<file path="config.mk">
export PLATFORM = sky130hd
export DESIGN_NAME = e1_rx_sig_formatter
export DESIGN_NICKNAME = d
export VERILOG_FILES = /design/src/rtl/e1sig_pkg.sv /design/src/rtl/e1sig_slot_counter.sv /design/src/rtl/e1sig_freeze_ctrl.sv /design/src/rtl/e1sig_code_store.sv /design/src/rtl/e1_rx_sig_formatter.sv
export SDC_FILE = /design/constraint.sdc
export NUM_CORES = 1
export LEC_CHECK = 0
export BUFFER_PORTS_ARGS = -buffer_cell sky130_fd_sc_hd__buf_2
export CELL_PAD_IN_SITES_DETAIL_PLACEMENT = 1
export CELL_PAD_IN_SITES_GLOBAL_PLACEMENT = 1
export CORE_MARGIN = 2
export CORE_UTILIZATION = 50
export CTS_BUF_LIST = sky130_fd_sc_hd__clkbuf_16
export DETAILED_ROUTE_END_ITERATION = 10
export PLACE_DENSITY_LB_ADDON = 0.25
export SLEW_MARGIN = 10
export SYNTH_ARGS = -nofsm -noshare
export SYNTH_HDL_FRONTEND = slang
export SYNTH_SLANG_ARGS = --single-unit
</file>
<file path="constraint.sdc">
create_clock -name clk -period 3.18 [get_ports clk]
set_input_delay 0.636 -clock clk [delete_from_list [all_inputs] [get_ports clk]]
set_output_delay 0.636 -clock clk [all_outputs]
set_load 0.005 [all_outputs]
</file>
<file path="src/rtl/e1sig_pkg.sv">
package e1sig_pkg;
  localparam int E1_SLOTS      = 32;
  localparam int BITS_PER_SLOT = 8;
  localparam int CODE_BITS     = 4;
  localparam int SLOT_W        = $clog2(E1_SLOTS);
  localparam int BIT_W         = $clog2(BITS_PER_SLOT);

  typedef enum logic [1:0] {
    FZ_RUN  = 2'd0,
    FZ_HUNT = 2'd1,
    FZ_SKIP = 2'd2,
    FZ_FILL = 2'd3
  } frz_state_t;
endpackage

</file>
<file path="src/rtl/e1sig_slot_counter.sv">
module e1sig_slot_counter #(
  parameter int SLOTS = 32,
  parameter int BITS  = 8
) (
  input  logic                     clk,
  input  logic                     rst_n,
  input  logic                     frame_sync,
  input  logic [$clog2(SLOTS)-1:0] ts_offset,
  output logic [$clog2(SLOTS)-1:0] slot,
  output logic [$clog2(BITS)-1:0]  bitpos
);
  localparam int SW = $clog2(SLOTS);
  localparam int BW = $clog2(BITS);
  localparam int CW = SW + BW;

  logic [CW-1:0] cnt_q, cnt_d;

  always_comb begin
    if (frame_sync) cnt_d = {ts_offset, BW'(0)};
    else            cnt_d = cnt_q + CW'(1);
  end

  always_ff @(posedge clk or negedge rst_n) begin
    if (!rst_n) cnt_q <= '0;
    else        cnt_q <= cnt_d;
  end

  assign slot   = cnt_d[CW-1:BW];
  assign bitpos = cnt_d[BW-1:0];
endmodule

</file>
<file path="src/rtl/e1sig_freeze_ctrl.sv">
module e1sig_freeze_ctrl
  import e1sig_pkg::*;
(
  input  logic clk,
  input  logic rst_n,
  input  logic cfg_no_auto,
  input  logic los,
  input  logic slip,
  input  logic mf_lost,
  input  logic resync,
  input  logic mf_start,
  output logic freeze,
  output logic resync_irq
);
  frz_state_t st_q, st_d;
  logic       irq_q;

  always_comb begin
    st_d = st_q;
    unique case (st_q)
      FZ_HUNT: if (resync)   st_d = FZ_SKIP;
      FZ_SKIP: if (mf_start) st_d = FZ_FILL;
      FZ_FILL: if (mf_start) st_d = FZ_RUN;
      default: st_d = st_q;
    endcase
    if (!cfg_no_auto) begin
      if ((los || slip) && (st_d != FZ_HUNT)) st_d = FZ_SKIP;
      if (mf_lost)                            st_d = FZ_HUNT;
    end
  end

  always_ff @(posedge clk or negedge rst_n) begin
    if (!rst_n) begin
      st_q  <= FZ_HUNT;
      irq_q <= 1'b0;
    end else begin
      st_q  <= st_d;
      irq_q <= resync;
    end
  end

  assign freeze     = (st_q != FZ_RUN);
  assign resync_irq = irq_q;
endmodule

</file>
<file path="src/rtl/e1sig_code_store.sv">
module e1sig_code_store #(
  parameter int CHANNELS = 32,
  parameter int CODE_W   = 4
) (
  input  logic                        clk,
  input  logic                        rst_n,
  input  logic                        wr_en,
  input  logic                        wr_block,
  input  logic [$clog2(CHANNELS)-1:0] wr_ch,
  input  logic [CODE_W-1:0]           wr_code,
  input  logic [$clog2(CHANNELS)-1:0] rd_ch,
  output logic [CODE_W-1:0]           rd_code
);
  logic [CODE_W-1:0] ent_q [CHANNELS];

  for (genvar g = 0; g < CHANNELS; g++) begin : g_ent
    logic ld;
    assign ld = wr_en && !wr_block && (wr_ch == g);
    always_ff @(posedge clk or negedge rst_n) begin
      if (!rst_n)  ent_q[g] <= '0;
      else if (ld) ent_q[g] <= wr_code;
    end
  end

  assign rd_code = ent_q[rd_ch];
endmodule

</file>
<file path="src/rtl/e1_rx_sig_formatter.sv">
module e1_rx_sig_formatter
  import e1sig_pkg::*;
(
  input  logic              clk,
  input  logic              rst_n,
  input  logic              frame_sync,
  input  logic [SLOT_W-1:0] ts_offset,
  input  logic              rx_data,
  input  logic              cfg_fill_hi,
  input  logic              cfg_all_ones,
  input  logic              cfg_no_auto,
  input  logic [2:0]        ts16_spare,
  input  logic              ts16_alarm,
  input  logic              los,
  input  logic              slip,
  input  logic              mf_lost,
  input  logic              resync,
  input  logic              mf_start,
  input  logic              st_wr_en,
  input  logic [SLOT_W-1:0] st_wr_ch,
  input  logic [CODE_BITS-1:0] st_wr_abcd,
  output logic              data_out,
  output logic              sig_out,
  output logic              freeze,
  output logic              resync_irq
);
  localparam int CW = $clog2(CODE_BITS);
  localparam logic [SLOT_W-1:0] MF_SLOT = SLOT_W'(E1_SLOTS / 2);
  localparam logic [BIT_W-1:0]  HALF    = BIT_W'(BITS_PER_SLOT - CODE_BITS);

  logic [SLOT_W-1:0]    cur_slot;
  logic [BIT_W-1:0]     cur_bit;
  logic [CODE_BITS-1:0] code;
  logic [CW-1:0]        code_idx;
  logic                 frz;
  logic                 sig_d, sig_q, data_d, data_q;

  e1sig_slot_counter #(.SLOTS(E1_SLOTS), .BITS(BITS_PER_SLOT)) u_cnt (
    .clk(clk), .rst_n(rst_n), .frame_sync(frame_sync), .ts_offset(ts_offset),
    .slot(cur_slot), .bitpos(cur_bit)
  );

  e1sig_freeze_ctrl u_frz (
    .clk(clk), .rst_n(rst_n), .cfg_no_auto(cfg_no_auto), .los(los), .slip(slip),
    .mf_lost(mf_lost), .resync(resync), .mf_start(mf_start),
    .freeze(frz), .resync_irq(resync_irq)
  );

  e1sig_code_store #(.CHANNELS(E1_SLOTS), .CODE_W(CODE_BITS)) u_store (
    .clk(clk), .rst_n(rst_n), .wr_en(st_wr_en), .wr_block(frz),
    .wr_ch(st_wr_ch), .wr_code(st_wr_abcd), .rd_ch(cur_slot), .rd_code(code)
  );

  // first code bit (A) is the most significant one
  assign code_idx = CW'(CODE_BITS - 1) - CW'(cur_bit - HALF);

  always_comb begin
    data_d = cfg_all_ones ? 1'b1 : rx_data;
    if (cfg_all_ones) begin
      sig_d = 1'b1;
    end else if (cur_slot == '0) begin
      sig_d = rx_data;
    end else if (cur_slot == MF_SLOT) begin
      unique case (cur_bit)
        3'd4:    sig_d = ts16_spare[0];
        3'd5:    sig_d = ts16_alarm;
        3'd6:    sig_d = ts16_spare[1];
        3'd7:    sig_d = ts16_spare[2];
        default: sig_d = 1'b0;
      endcase
    end else if (cur_bit < HALF) begin
      sig_d = cfg_fill_hi;
    end else begin
      sig_d = code[code_idx];
    end
  end

  always_ff @(posedge clk or negedge rst_n) begin
    if (!rst_n) begin
      sig_q  <= 1'b0;
      data_q <= 1'b0;
    end else begin
      sig_q  <= sig_d;
      data_q <= data_d;
    end
  end

  assign sig_out  = sig_q;
  assign data_out = data_q;
  assign freeze   = frz;
endmodule

</file>
==> impl_metrics.toml, run 1 <==
[cts]
ctsHtreeMaxLevel = 4
cts_setup_buffers = 0
cts_tree = "yes"
worst_setup_hold_path_clk_slew_ps = 60
cts_made_buffers = 17
max-clock-path-buffers = 2
ctsRootBufferMaster = "sky130_fd_sc_hd__clkbuf_16"
worstSkewPairLatency_ps = 430
cts_num_sinks = 141

[synthesis]
share_of_flip_flops_with_an_asynchronous_set_or_reset_pct = 100
synth-seq-cells = 141
synthesis.area_mm2 = 0.00725
synth.distinct_cells = 62
synthesis.instances = 635
mappedNetlistNets = 667
sequential_to_total_area_share_from_yosys_stat_pct = 48.7
synth_area_leader_cell = "sky130_fd_sc_hd__dfrtp_1"
count_of_synthesis_stage_warnings_from_yosys = 0
synth_most_common_cell = "sky130_fd_sc_hd__dfrtp_1"
number_of_flops_mapped_to_enable_cells_by_yosys = 0
synth_top_area_share_pct = 48.3
avgSynthCellArea_um2 = 11.4
synthTopCellsByArea = "sky130_fd_sc_hd__dfrtp_1 (48%), sky130_fd_sc_hd__mux2_2 (20%), sky130_fd_sc_hd__mux2i_1 (5.2%)"
most_frequently_used_flop_master_after_synthesis = "sky130_fd_sc_hd__dfrtp_1"
synth.cells.most_frequent = "sky130_fd_sc_hd__dfrtp_1 (140), sky130_fd_sc_hd__mux2_2 (130), sky130_fd_sc_hd__nand2_1 (64)"

[outcome]
status = "complete, no violations"

[detailed_routing]
routed_wire_length_per_instance_um = 23.5
detailedRoute.firstIterationViolations = 481
drt_wl_total_um = 20300
drt-pass1-iter-count = 7
detail_route_antenna_nets = 0
routed-via-count = 5355
count_of_unresolved_drc_violations_after_routing = 0
routed_via_density = 6.20

[timing]
period_share_pct = 92.9
finalHoldViolCount = 0
timing.slew.headroom_pct = 47.4
worst-slew-pin-transition_ps = 783
maxClockFrequency_mhz = 339
timing_max_transition_violations_final = 0
rsz0062_at_grt = "no"
final.min_clock_period_ps = 2950
timing.clock.skew_ps = 5.68
finalHoldWorstSlack_ps = 174
setup-violations-final = 0
setup_tns_ps = 0

[layout]
proportion_of_layout_cells_with_a_drive_suffix_above_1_pct = 33.8
final-seq-area_mm2 = 0.00353
multiInputGateArea_mm2 = 0.00347
syn_to_final_growth_pct = 13.5
layout.filler_cells = 1480
final_layout_net_count = 699
antenna_cells = 0

[min_path]
hold_class = "in -> async"

[grt]
track_usage_pct = 27.3
first_pass_grt_wire_length_um = 32900
first_global_vias = 5837
grt.overflow.total = 0
initial_antenna_violation_count = 0
pin_count_of_the_biggest_net_entering_global_routing = 63

[floorplanning]
start_util_pct = 50.5
floorplan.rows = 44
floorplan.io_pins = 35
overall_die_height_um = 124
chipWidth_um = 124
design.die.area_mm2 = 0.0155
core_region_area_mm2 = 0.0144

[critical_path]
crit_chain = "nand3_2, or3_1, a31o_2, inv_2, buf_4, nor4_1, a211oi_1, and2_1, nand4_1, o22a_1, o22a_1"
worstSetupStartpoint = "u_cnt.cnt_q[0]$_DFF_PN0_"
cp.depth = 11
worstSetupEndpointType = "flop"
crit_required_ps = 3490
setup_slack_of_the_most_critical_reg_to_reg_path_ps = 230
critical_path.top_delay_family = "compound AO/OA/AOI/OAI gates"
reg2regPathDepth = 11
path_buf_inv = 2
cp-start-kind = "flop"
crit_path_top_delay_cell = "sky130_fd_sc_hd__dfrtp_1"
worstPathArrival_ps = 3260
critPathMaxStageDelay_ps = 510
crit_top_cell = "sky130_fd_sc_hd__o22a_1"
worst-setup-path-type = "reg -> reg"
worstPathMaxFanout = 15
r2r_start = "u_cnt.cnt_q[0]$_DFF_PN0_"
reg2reg_to = "sig_out$_DFF_PN0_"

[placement]
placement.io_buffers = 34
final_estimated_routing_congestion_in_global_placement = 0.884
dpl.hpwl_um = 13900

[power]
vdd.ir_drop.worst_v = 0.000367
design_power_total_uw = 5050
intPower_uw = 3660
power.sequential.fraction_pct = 44.2
clock_power_share_pct = 39.3
net-switching-power_uw = 1390
p_sw_share_pct = 27.4
power.share.combinational_pct = 16.5
pleak_uw = 0.00383
power.density_mw_per_mm2 = 613

[flow_run]
cap_violations = 0
-- power groups by stage --
stage	logic, uW	registers, uW	clock network [uW]
after floorplan	588	2180	0
after global placement	786	2230	0
after detailed placement	825	2250	0
after CTS	831	2230	2010
after global routing	905	2260	2090
final	831	2230	1990
-- worst max path at each step --
stage | endpoint | slack (ps)
2_1_floorplan | sig_out$_DFF_PN0_ | 390
4_1_cts | sig_out$_DFF_PN0_ | 230
5_1_grt | sig_out$_DFF_PN0_ | 4
3_5_place_dp | sig_out$_DFF_PN0_ | 240
6_report | sig_out$_DFF_PN0_ | 230
3_3_place_gp | sig_out$_DFF_PN0_ | 280
-- cell families after synthesis --
| group | share of synthesized area, % |
|---|---|
| buffers and inverters | 3.55 |
| xor gates and xnor gates | 0.483 |
| AOI/OAI and AO/OA | 8.18 |
| adders and majority gates | 0.172 |
| DFF | 48.7 |
| and+or+nand+nor | 12.3 |
| muxes | 26.7 |
-- registers in the layout (all words and copies together), names as in the netlist --
signal            count
sig_out               1
u_frz.st_q            2
u_cnt.cnt_q           8
data_out              1
u_frz.resync_irq      1
u_store.ent_q       128
-- through the flow --
| step | cell area, um2 | util [%] | setup WS, ps | instances |
|---|---|---|---|---|
| 3_5_place_dp | 7640 | 53.2 | 236 | 832 |
| 6_report | 8230 | 57.3 | 226 | 864 |
| 3_3_place_gp | 7640 | 53.2 | 284 | 832 |
| 5_1_grt | 8230 | 57.3 | 4.42 | 864 |
| 4_1_cts | 8220 | 57.2 | 230 | 864 |
| 2_1_floorplan | 7250 | - | 389 | 635 |
-- routing by layer --
metal | wire length [um] | up-vias | track usage (%)
met5 | 0 | - | 0
met4 | 340 | 0 | 8.33
met3 | 974 | 30 | 5.46
met2 | 10100 | 149 | 44.9
met1 | 8950 | 2782 | 36.6
li1 | - | 2394 | -
-- cells in the final DEF, fill, tap and decap left out, types with 3 or more instances in the layout --
| master | count |
|---|---|
| sky130_fd_sc_hd__inv_1 | 13 |
| sky130_fd_sc_hd__mux4_2 | 4 |
| sky130_fd_sc_hd__nor3_1 | 10 |
| sky130_fd_sc_hd__nand2_1 | 64 |
| sky130_fd_sc_hd__nand3_1 | 22 |
| sky130_fd_sc_hd__buf_4 | 19 |
| sky130_fd_sc_hd__o2111ai_1 | 3 |
| sky130_fd_sc_hd__a221o_1 | 4 |
| sky130_fd_sc_hd__clkinv_2 | 6 |
| sky130_fd_sc_hd__dfrtp_1 | 140 |
| sky130_fd_sc_hd__a211oi_1 | 8 |
| sky130_fd_sc_hd__nand2b_1 | 5 |
| sky130_fd_sc_hd__o41ai_1 | 4 |
| sky130_fd_sc_hd__inv_2 | 3 |
| sky130_fd_sc_hd__bufinv_16 | 3 |
| sky130_fd_sc_hd__nor2_1 | 35 |
| sky130_fd_sc_hd__o21a_1 | 3 |
| sky130_fd_sc_hd__mux2_2 | 130 |
| sky130_fd_sc_hd__nand4_1 | 14 |
| sky130_fd_sc_hd__mux2i_1 | 38 |
| sky130_fd_sc_hd__nor4b_1 | 6 |
| sky130_fd_sc_hd__nor4_1 | 6 |
| sky130_fd_sc_hd__nor2b_1 | 8 |
| sky130_fd_sc_hd__a311oi_1 | 7 |
| sky130_fd_sc_hd__a22oi_1 | 8 |
| sky130_fd_sc_hd__a21oi_1 | 9 |
| sky130_fd_sc_hd__o21ai_0 | 7 |
| sky130_fd_sc_hd__clkbuf_16 | 17 |
| sky130_fd_sc_hd__buf_2 | 33 |
-- repair_timing --
action	CTS	global route
hold buffers	0	0
resized for setup	0	1
endpoints found under the setup margin	0	1
-- worst register-to-register path, stage by stage (launching register included) --
cell                       delay, ps
sky130_fd_sc_hd__dfrtp_1         510
sky130_fd_sc_hd__nand3_2         130
sky130_fd_sc_hd__or3_1           360
sky130_fd_sc_hd__a31o_2          270
sky130_fd_sc_hd__inv_2           160
sky130_fd_sc_hd__buf_4           270
sky130_fd_sc_hd__nor4_1          100
sky130_fd_sc_hd__a211oi_1        340
sky130_fd_sc_hd__and2_1          180
sky130_fd_sc_hd__nand4_1         110
sky130_fd_sc_hd__o22a_1          220
sky130_fd_sc_hd__o22a_1          190
-- layout make-up --
cell class	count	share of cell area, %
multi-input combinational	437	42.2
tap	184	2.80
timing repair buffer	55	4.36
sequential	141	42.9
inverter	15	0.684
clock inverter	15	1.90
clock buffer	17	5.17
Power figures use the tool's default switching activity.
==> inputs of run 2 (changes only) <==
--- a/config.mk
+++ b/config.mk
@@ -9,7 +9,7 @@
 export CELL_PAD_IN_SITES_DETAIL_PLACEMENT = 1
 export CELL_PAD_IN_SITES_GLOBAL_PLACEMENT = 1
 export CORE_MARGIN = 2
-export CORE_UTILIZATION = 50
+export CORE_UTILIZATION = 43
 export CTS_BUF_LIST = sky130_fd_sc_hd__clkbuf_16
 export DETAILED_ROUTE_END_ITERATION = 10
 export PLACE_DENSITY_LB_ADDON = 0.25
==> run 2 against run 1 <==
Effect of this change: first-iteration DRC count shrank 17%; utilization shrank 7.0 points; combinational power about the same; clock power up 6%; worst setup slack gained 11 ps; wire length about the same; design area rose by 0.87%; highest routed layer unchanged.
==> impl_metrics.toml, run 2 (synthesis results as in run 1) <==
[cts]
cts.repair.resized = 0
cts_made_buffers = 17
worstSkewPairLatency_ps = 430
cts_setup_buffers = 0
ctsHtreeMaxLevel = 4
cts_tree = "yes"
cts_num_sinks = 141
cts-hold-fix-buffers = 0
worst_setup_hold_path_clk_slew_ps = 60
ctsRootBufferMaster = "sky130_fd_sc_hd__clkbuf_16"
max-clock-path-buffers = 2

[floorplanning]
overall_die_height_um = 134
core_region_area_mm2 = 0.0165
start_util_pct = 43.9
floorplan.io_pins = 35
design.die.area_mm2 = 0.0179
chipWidth_um = 134
floorplan.rows = 47

[layout]
layout.cells.most_common_list = "sky130_fd_sc_hd__dfrtp_1 (140), sky130_fd_sc_hd__mux2_2 (130), sky130_fd_sc_hd__nand2_1 (64), sky130_fd_sc_hd__mux2i_1 (38), sky130_fd_sc_hd__nor2_1 (35)"
syn_to_final_growth_pct = 14.5
layout_top_registers = "u_store.ent_q: 128 flops, u_cnt.cnt_q: 8 flops, u_frz.st_q: 2 flops"
largest_register_ffs = 128
proportion_of_layout_cells_with_a_drive_suffix_above_1_pct = 33.6
final_layout_net_count = 697
registers.top_by_ff_count = "u_store.ent_q"
layout_commonest_cell = "sky130_fd_sc_hd__dfrtp_1"
final_area_mm2 = 0.00830
antenna_cells = 0

[critical_path]
worstPathArrival_ps = 3260
cp-start-kind = "flop"
worst-setup-path-type = "reg -> reg"
crit_required_ps = 3500
reg2regPathDepth = 11
worstPathMaxFanout = 16
worstSetupStartpoint = "u_cnt.cnt_q[0]$_DFF_PN0_"
r2r_start = "u_cnt.cnt_q[0]$_DFF_PN0_"
worstSetupEndpointType = "flop"

[detailed_routing]
detailedRoute.firstIterationViolations = 400
routed-via-count = 5336
drt_wl_total_um = 20300
count_of_unresolved_drc_violations_after_routing = 0
routed_wire_length_per_instance_um = 22.6
routed_via_density = 5.94
drt-pass1-iter-count = 5
detail_route_antenna_nets = 0

[timing]
worst-slew-pin-transition_ps = 783
finalHoldViolCount = 0
maxClockFrequency_mhz = 340
timing_max_transition_violations_final = 0
timing.slew.headroom_pct = 47.4
rsz0062_at_grt = "no"
period_share_pct = 92.6
setup_tns_ps = 0
timing.clock.skew_ps = 5.08
setup-violations-final = 0
setup_ws_ps = 237
final.min_clock_period_ps = 2940

[power]
vdd.ir_drop.worst_v = 0.000388
net-switching-power_uw = 1400
power.density_mw_per_mm2 = 621
clock_power_share_pct = 40.6
intPower_uw = 3760
power.sequential.fraction_pct = 43.3
power.share.combinational_pct = 16.1
pleak_uw = 0.00382
p_sw_share_pct = 27.2
design_power_total_uw = 5160

[flow_run]
cap_violations = 0

[grt]
track_usage_pct = 24.4
first_global_vias = 5859
first_pass_grt_wire_length_um = 33100
grt.overflow.total = 0
pin_count_of_the_biggest_net_entering_global_routing = 71
initial_antenna_violation_count = 0

[outcome]
status = "complete, no violations"

[placement]
dpl-instance-area_mm2 = 0.00768
place_worst_setup_slack_ps = 223
placement.io_buffers = 34
final_estimated_routing_congestion_in_global_placement = 0.877
dpl.hpwl_um = 14300

[min_path]
hold_class = "in -> async"
==> run 2: changes by cell type in the layout (fill, tap and decap cells not counted), sizes merged <==
cell and delta:
buf -2, inv +1, clkinv -3, clkinvlp +1
bufinv +1
==> run 2: critical path: stages, from the launching register on <==
cell and delay [ps]:
sky130_fd_sc_hd__dfrtp_1 520, sky130_fd_sc_hd__nand3_2 120, sky130_fd_sc_hd__or3_1 360, sky130_fd_sc_hd__a31o_2 270, sky130_fd_sc_hd__inv_2 130, sky130_fd_sc_hd__buf_4 270, sky130_fd_sc_hd__nor4_1 100, sky130_fd_sc_hd__a211oi_1 340
sky130_fd_sc_hd__and2_1 190, sky130_fd_sc_hd__nand4_1 100, sky130_fd_sc_hd__o22a_1 220, sky130_fd_sc_hd__o22a_1 200
==> run 2: area by class of cell <==
cell class / instances / area (um2)
inverters: 15 / 56.3
repair buffers: 53 / 357
clock inverters: 15 / 193
well taps: 220 / 275
fillers: 1734 / 8220
clock buffers: 17 / 425
multi-input cells: 437 / 3470
flip-flops and latches: 141 / 3530
==> run 2: layer usage <==
metal / share of wire (%) / wire length (um) / track usage, % / vias up
met2: 48 / 9830 / 40.1 / 134
li1: - / - / - / 2395
met4: 2.1 / 430 / 8.92 / 0
met3: 3.6 / 723 / 4.38 / 31
met1: 46 / 9330 / 32.4 / 2776
met5: 0 / 0 / 0 / -
==> run 2: worst paths after layout <==
kind	end	slack (ps)
setup / recovery	sig_out$_DFF_PN0_	240
setup reg to reg	sig_out$_DFF_PN0_	240
hold / removal	u_store.ent_q[45]$_DFFE_PN0P_	200
max in group asynchronous	u_cnt.cnt_q[7]$_DFF_PN0_	2200
hold reg to reg	u_store.ent_q[45]$_DFFE_PN0P_	500
min in group clk	u_frz.resync_irq$_DFF_PN0_	350
==> run 2: stage by stage <==
stage	instances	hold slack [ps]	util, %
2_1_floorplan	635	340	-
5_1_grt	898	268	50.2
4_1_cts	898	246	50.2
3_5_place_dp	866	493	46.5
3_3_place_gp	866	485	46.5
6_report	898	203	50.2
==> run 2: power groups by stage <==
stage	Clock (uW)	Sequential [uW]	Combinational, uW
after CTS	2130	2230	834
after global placement	0	2240	797
final	2100	2230	831
after global routing	2210	2260	909
after floorplan	0	2180	588
after detailed placement	0	2260	827
==> inputs of run 3 (changes only) <==
--- a/config.mk
+++ b/config.mk
@@ -5,6 +5,7 @@
 export SDC_FILE = /design/constraint.sdc
 export NUM_CORES = 1
 export LEC_CHECK = 0
+export ABC_AREA = 1
 export BUFFER_PORTS_ARGS = -buffer_cell sky130_fd_sc_hd__buf_2
 export CELL_PAD_IN_SITES_DETAIL_PLACEMENT = 1
 export CELL_PAD_IN_SITES_GLOBAL_PLACEMENT = 1
==> run 3 against run 2 <==
Effect of this change: clock skew up 2.4 ps; total power up 1.4%; area after synthesis is 0.24% higher; design area decreased by 0.69%; first-iteration DRC count increased by 9.8%; die area rose by 0.24%; count of clock-buffer cells in the layout stayed put; non-clock buffer count rose by 1; clock power decreased by 14%; critical path depth is 9 higher; wire length up 12%; critical path type unchanged; critical endpoint unchanged.
==> impl_metrics.toml, run 3 <==
[synthesis]
sequential_to_total_area_share_from_yosys_stat_pct = 48.5
number_of_flops_mapped_to_enable_cells_by_yosys = 0
synth_top_area_share_pct = 48.2
synth.distinct_cells = 35
count_of_synthesis_stage_warnings_from_yosys = 0
share_of_flip_flops_with_an_asynchronous_set_or_reset_pct = 100
synthTopCellsByArea = "sky130_fd_sc_hd__dfrtp_1 (48%), sky130_fd_sc_hd__nand2_1 (15%), sky130_fd_sc_hd__o21ai_0 (8.7%)"
synth.cells.most_frequent = "sky130_fd_sc_hd__nand2_1 (300), sky130_fd_sc_hd__dfrtp_1 (140), sky130_fd_sc_hd__inv_1 (134)"
mappedNetlistNets = 1029
synthesis.instances = 997
synthesis.area_mm2 = 0.00727
avgSynthCellArea_um2 = 7.29
synth_area_leader_cell = "sky130_fd_sc_hd__dfrtp_1"
most_frequently_used_flop_master_after_synthesis = "sky130_fd_sc_hd__dfrtp_1"
synth_most_common_cell = "sky130_fd_sc_hd__nand2_1"
synth-seq-cells = 141

[placement]
place_worst_setup_slack_ps = 433
placement.io_buffers = 34
dpl.hpwl_um = 15800
final_estimated_routing_congestion_in_global_placement = 0.896

[cts]
cts_num_sinks = 141
cts_made_buffers = 17
cts_tree = "yes"
cts_setup_buffers = 0
ctsHtreeMaxLevel = 4
cts-hold-fix-buffers = 0
cts.repair.resized = 0
worstSkewPairLatency_ps = 440
max-clock-path-buffers = 2
worst_setup_hold_path_clk_slew_ps = 60
ctsRootBufferMaster = "sky130_fd_sc_hd__clkbuf_16"

[timing]
rsz0062_at_grt = "no"
setup_ws_ps = 558
worst-slew-pin-transition_ps = 749
period_share_pct = 82.5
final.min_clock_period_ps = 2620
setup_tns_ps = 0
maxClockFrequency_mhz = 381
timing.clock.skew_ps = 7.51
setup-violations-final = 0
timing_max_transition_violations_final = 0
finalHoldViolCount = 0
timing.slew.headroom_pct = 49.7

[critical_path]
critPathMaxStageDelay_ps = 450
critical_path.top_delay_family = "simple AND/OR/NAND/NOR gates"
worstPathMaxFanout = 22
path_buf_inv = 2
cp-start-kind = "flop"
crit_required_ps = 3560
worstSetupEndpointType = "flop"
crit_top_cell = "sky130_fd_sc_hd__nand2_1"
crit_chain = "ha_1, nand2_1, clkinv_1, nand3_1, nand2_1, nand2_1, nand2_2, buf_12, nand3_1, nand2_1, nand2_1, nand3_1, nand2_1, nand3_1, nand2_1, nand2_1, nand3_1, nand2_1, nand2_1, nand2_1"
worstPathArrival_ps = 3000
setup_slack_of_the_most_critical_reg_to_reg_path_ps = 560
crit_path_top_delay_cell = "sky130_fd_sc_hd__dfrtp_1"
worst-setup-path-type = "reg -> reg"

[detailed_routing]
routed-via-count = 6746
detailedRoute.firstIterationViolations = 439
count_of_unresolved_drc_violations_after_routing = 0
drt-pass1-iter-count = 5
routed_via_density = 5.33
routed_wire_length_per_instance_um = 18.0
detail_route_antenna_nets = 0
drt_wl_total_um = 22800

[power]
power.density_mw_per_mm2 = 634
pleak_uw = 0.00400
vdd.ir_drop.worst_v = 0.000406

[grt]
track_usage_pct = 27.1
first_pass_grt_wire_length_um = 37600
first_global_vias = 7051
grt.overflow.total = 0
pin_count_of_the_biggest_net_entering_global_routing = 59
initial_antenna_violation_count = 0

[floorplanning]
core_region_area_mm2 = 0.0166
overall_die_height_um = 134
floorplan.rows = 47
floorplan.io_pins = 35
start_util_pct = 43.8
design.die.area_mm2 = 0.0180
chipWidth_um = 134

[layout]
layout_commonest_cell = "sky130_fd_sc_hd__nand2_1"
layout.cells.most_common_list = "sky130_fd_sc_hd__nand2_1 (300), sky130_fd_sc_hd__dfrtp_1 (140), sky130_fd_sc_hd__inv_1 (139), sky130_fd_sc_hd__o21ai_0 (127), sky130_fd_sc_hd__nand3_1 (121)"
final_layout_net_count = 1065
proportion_of_layout_cells_with_a_drive_suffix_above_1_pct = 9.08
layout_top_registers = "u_store.ent_q: 128 flops, u_cnt.cnt_q: 8 flops, u_frz.st_q: 2 flops"
registers.top_by_ff_count = "u_store.ent_q"
largest_register_ffs = 128
syn_to_final_growth_pct = 13.4
antenna_cells = 0

[outcome]
status = "complete, no violations"

[flow_run]
cap_violations = 0

[min_path]
hold_class = "in -> async"
## run 3: report_power, final
group	total, uW	internal, uW	switching (uW)
Sequential	2320	2170	147
Clock	1810	1040	769
Combinational	1100	362	738
Total	5230	3570	1650
## run 3: layer usage
layer	wire length, um	GRT usage, %	vias to the layer above	part of all wire (%)
met5	0	0	-	0
met4	559	9.47	0	2.4
met3	930	4.69	42	4.1
met2	10900	44.8	141	48
met1	10400	36.1	3341	46
li1	-	-	3222	-
## run 3: layout make-up
cell class	count	area [um2]
Fill cell	2170	8340
Multi-Input combinational cell	682	3030
Timing Repair Buffer	54	377
Tap cell	220	275
Sequential cell	141	3530
Clock buffer	17	425
Inverter	137	514
Clock inverter	15	93.8
## run 3: logic make-up after synthesis
kind of cell | after synthesis | synth area share, %
DFF | 141 | 48.5
buffers and inverters | 174 | 9.79
adders and majority gates | 1 | 0.172
and+or+nand+nor | 525 | 30.5
AOI/OAI and AO/OA | 156 | 11.0
## run 3: final timing paths
kind	start	to	depth (start not counted)
max	u_cnt.cnt_q[0]$_DFF_PN0_	sig_out$_DFF_PN0_	20
min	rst_n	u_store.ent_q[19]$_DFFE_PN0P_	1
max reg2reg	u_cnt.cnt_q[0]$_DFF_PN0_	sig_out$_DFF_PN0_	20
min reg2reg	u_store.ent_q[59]$_DFFE_PN0P_	u_store.ent_q[59]$_DFFE_PN0P_	2
max in group asynchronous	rst_n	u_store.ent_q[123]$_DFFE_PN0P_	2
min in group clk	resync	u_frz.resync_irq$_DFF_PN0_	1
## run 3: per-stage QoR
| step | cells | instance area [um2] | utilization (%) | power [uW] | hold slack (ps) |
|---|---|---|---|---|---|
| after global placement | 1234 | 7720 | 46.6 | 3390 | 468 |
| after detailed placement | 1234 | 7720 | 46.6 | 3440 | 473 |
| after CTS | 1266 | 8240 | 49.7 | 5250 | 213 |
| after global routing | 1266 | 8240 | 49.7 | 5530 | 229 |
| final | 1266 | 8240 | 49.7 | 5230 | 196 |
| after floorplan | 997 | 7270 | - | 3050 | 340 |
## run 3: worst reg2reg max path, cell delays in order, from the launching register on
cell	delay, ps
sky130_fd_sc_hd__dfrtp_1	450
sky130_fd_sc_hd__ha_1	330
sky130_fd_sc_hd__nand2_1	90
sky130_fd_sc_hd__clkinv_1	60
sky130_fd_sc_hd__nand3_1	80
sky130_fd_sc_hd__nand2_1	80
sky130_fd_sc_hd__nand2_1	70
sky130_fd_sc_hd__nand2_2	240
sky130_fd_sc_hd__buf_12	220
sky130_fd_sc_hd__nand3_1	110
sky130_fd_sc_hd__nand2_1	100
sky130_fd_sc_hd__nand2_1	60
sky130_fd_sc_hd__nand3_1	150
sky130_fd_sc_hd__nand2_1	70
sky130_fd_sc_hd__nand3_1	70
sky130_fd_sc_hd__nand2_1	60
sky130_fd_sc_hd__nand2_1	50
sky130_fd_sc_hd__nand3_1	60
sky130_fd_sc_hd__nand2_1	90
sky130_fd_sc_hd__nand2_1	50
sky130_fd_sc_hd__nand2_1	60
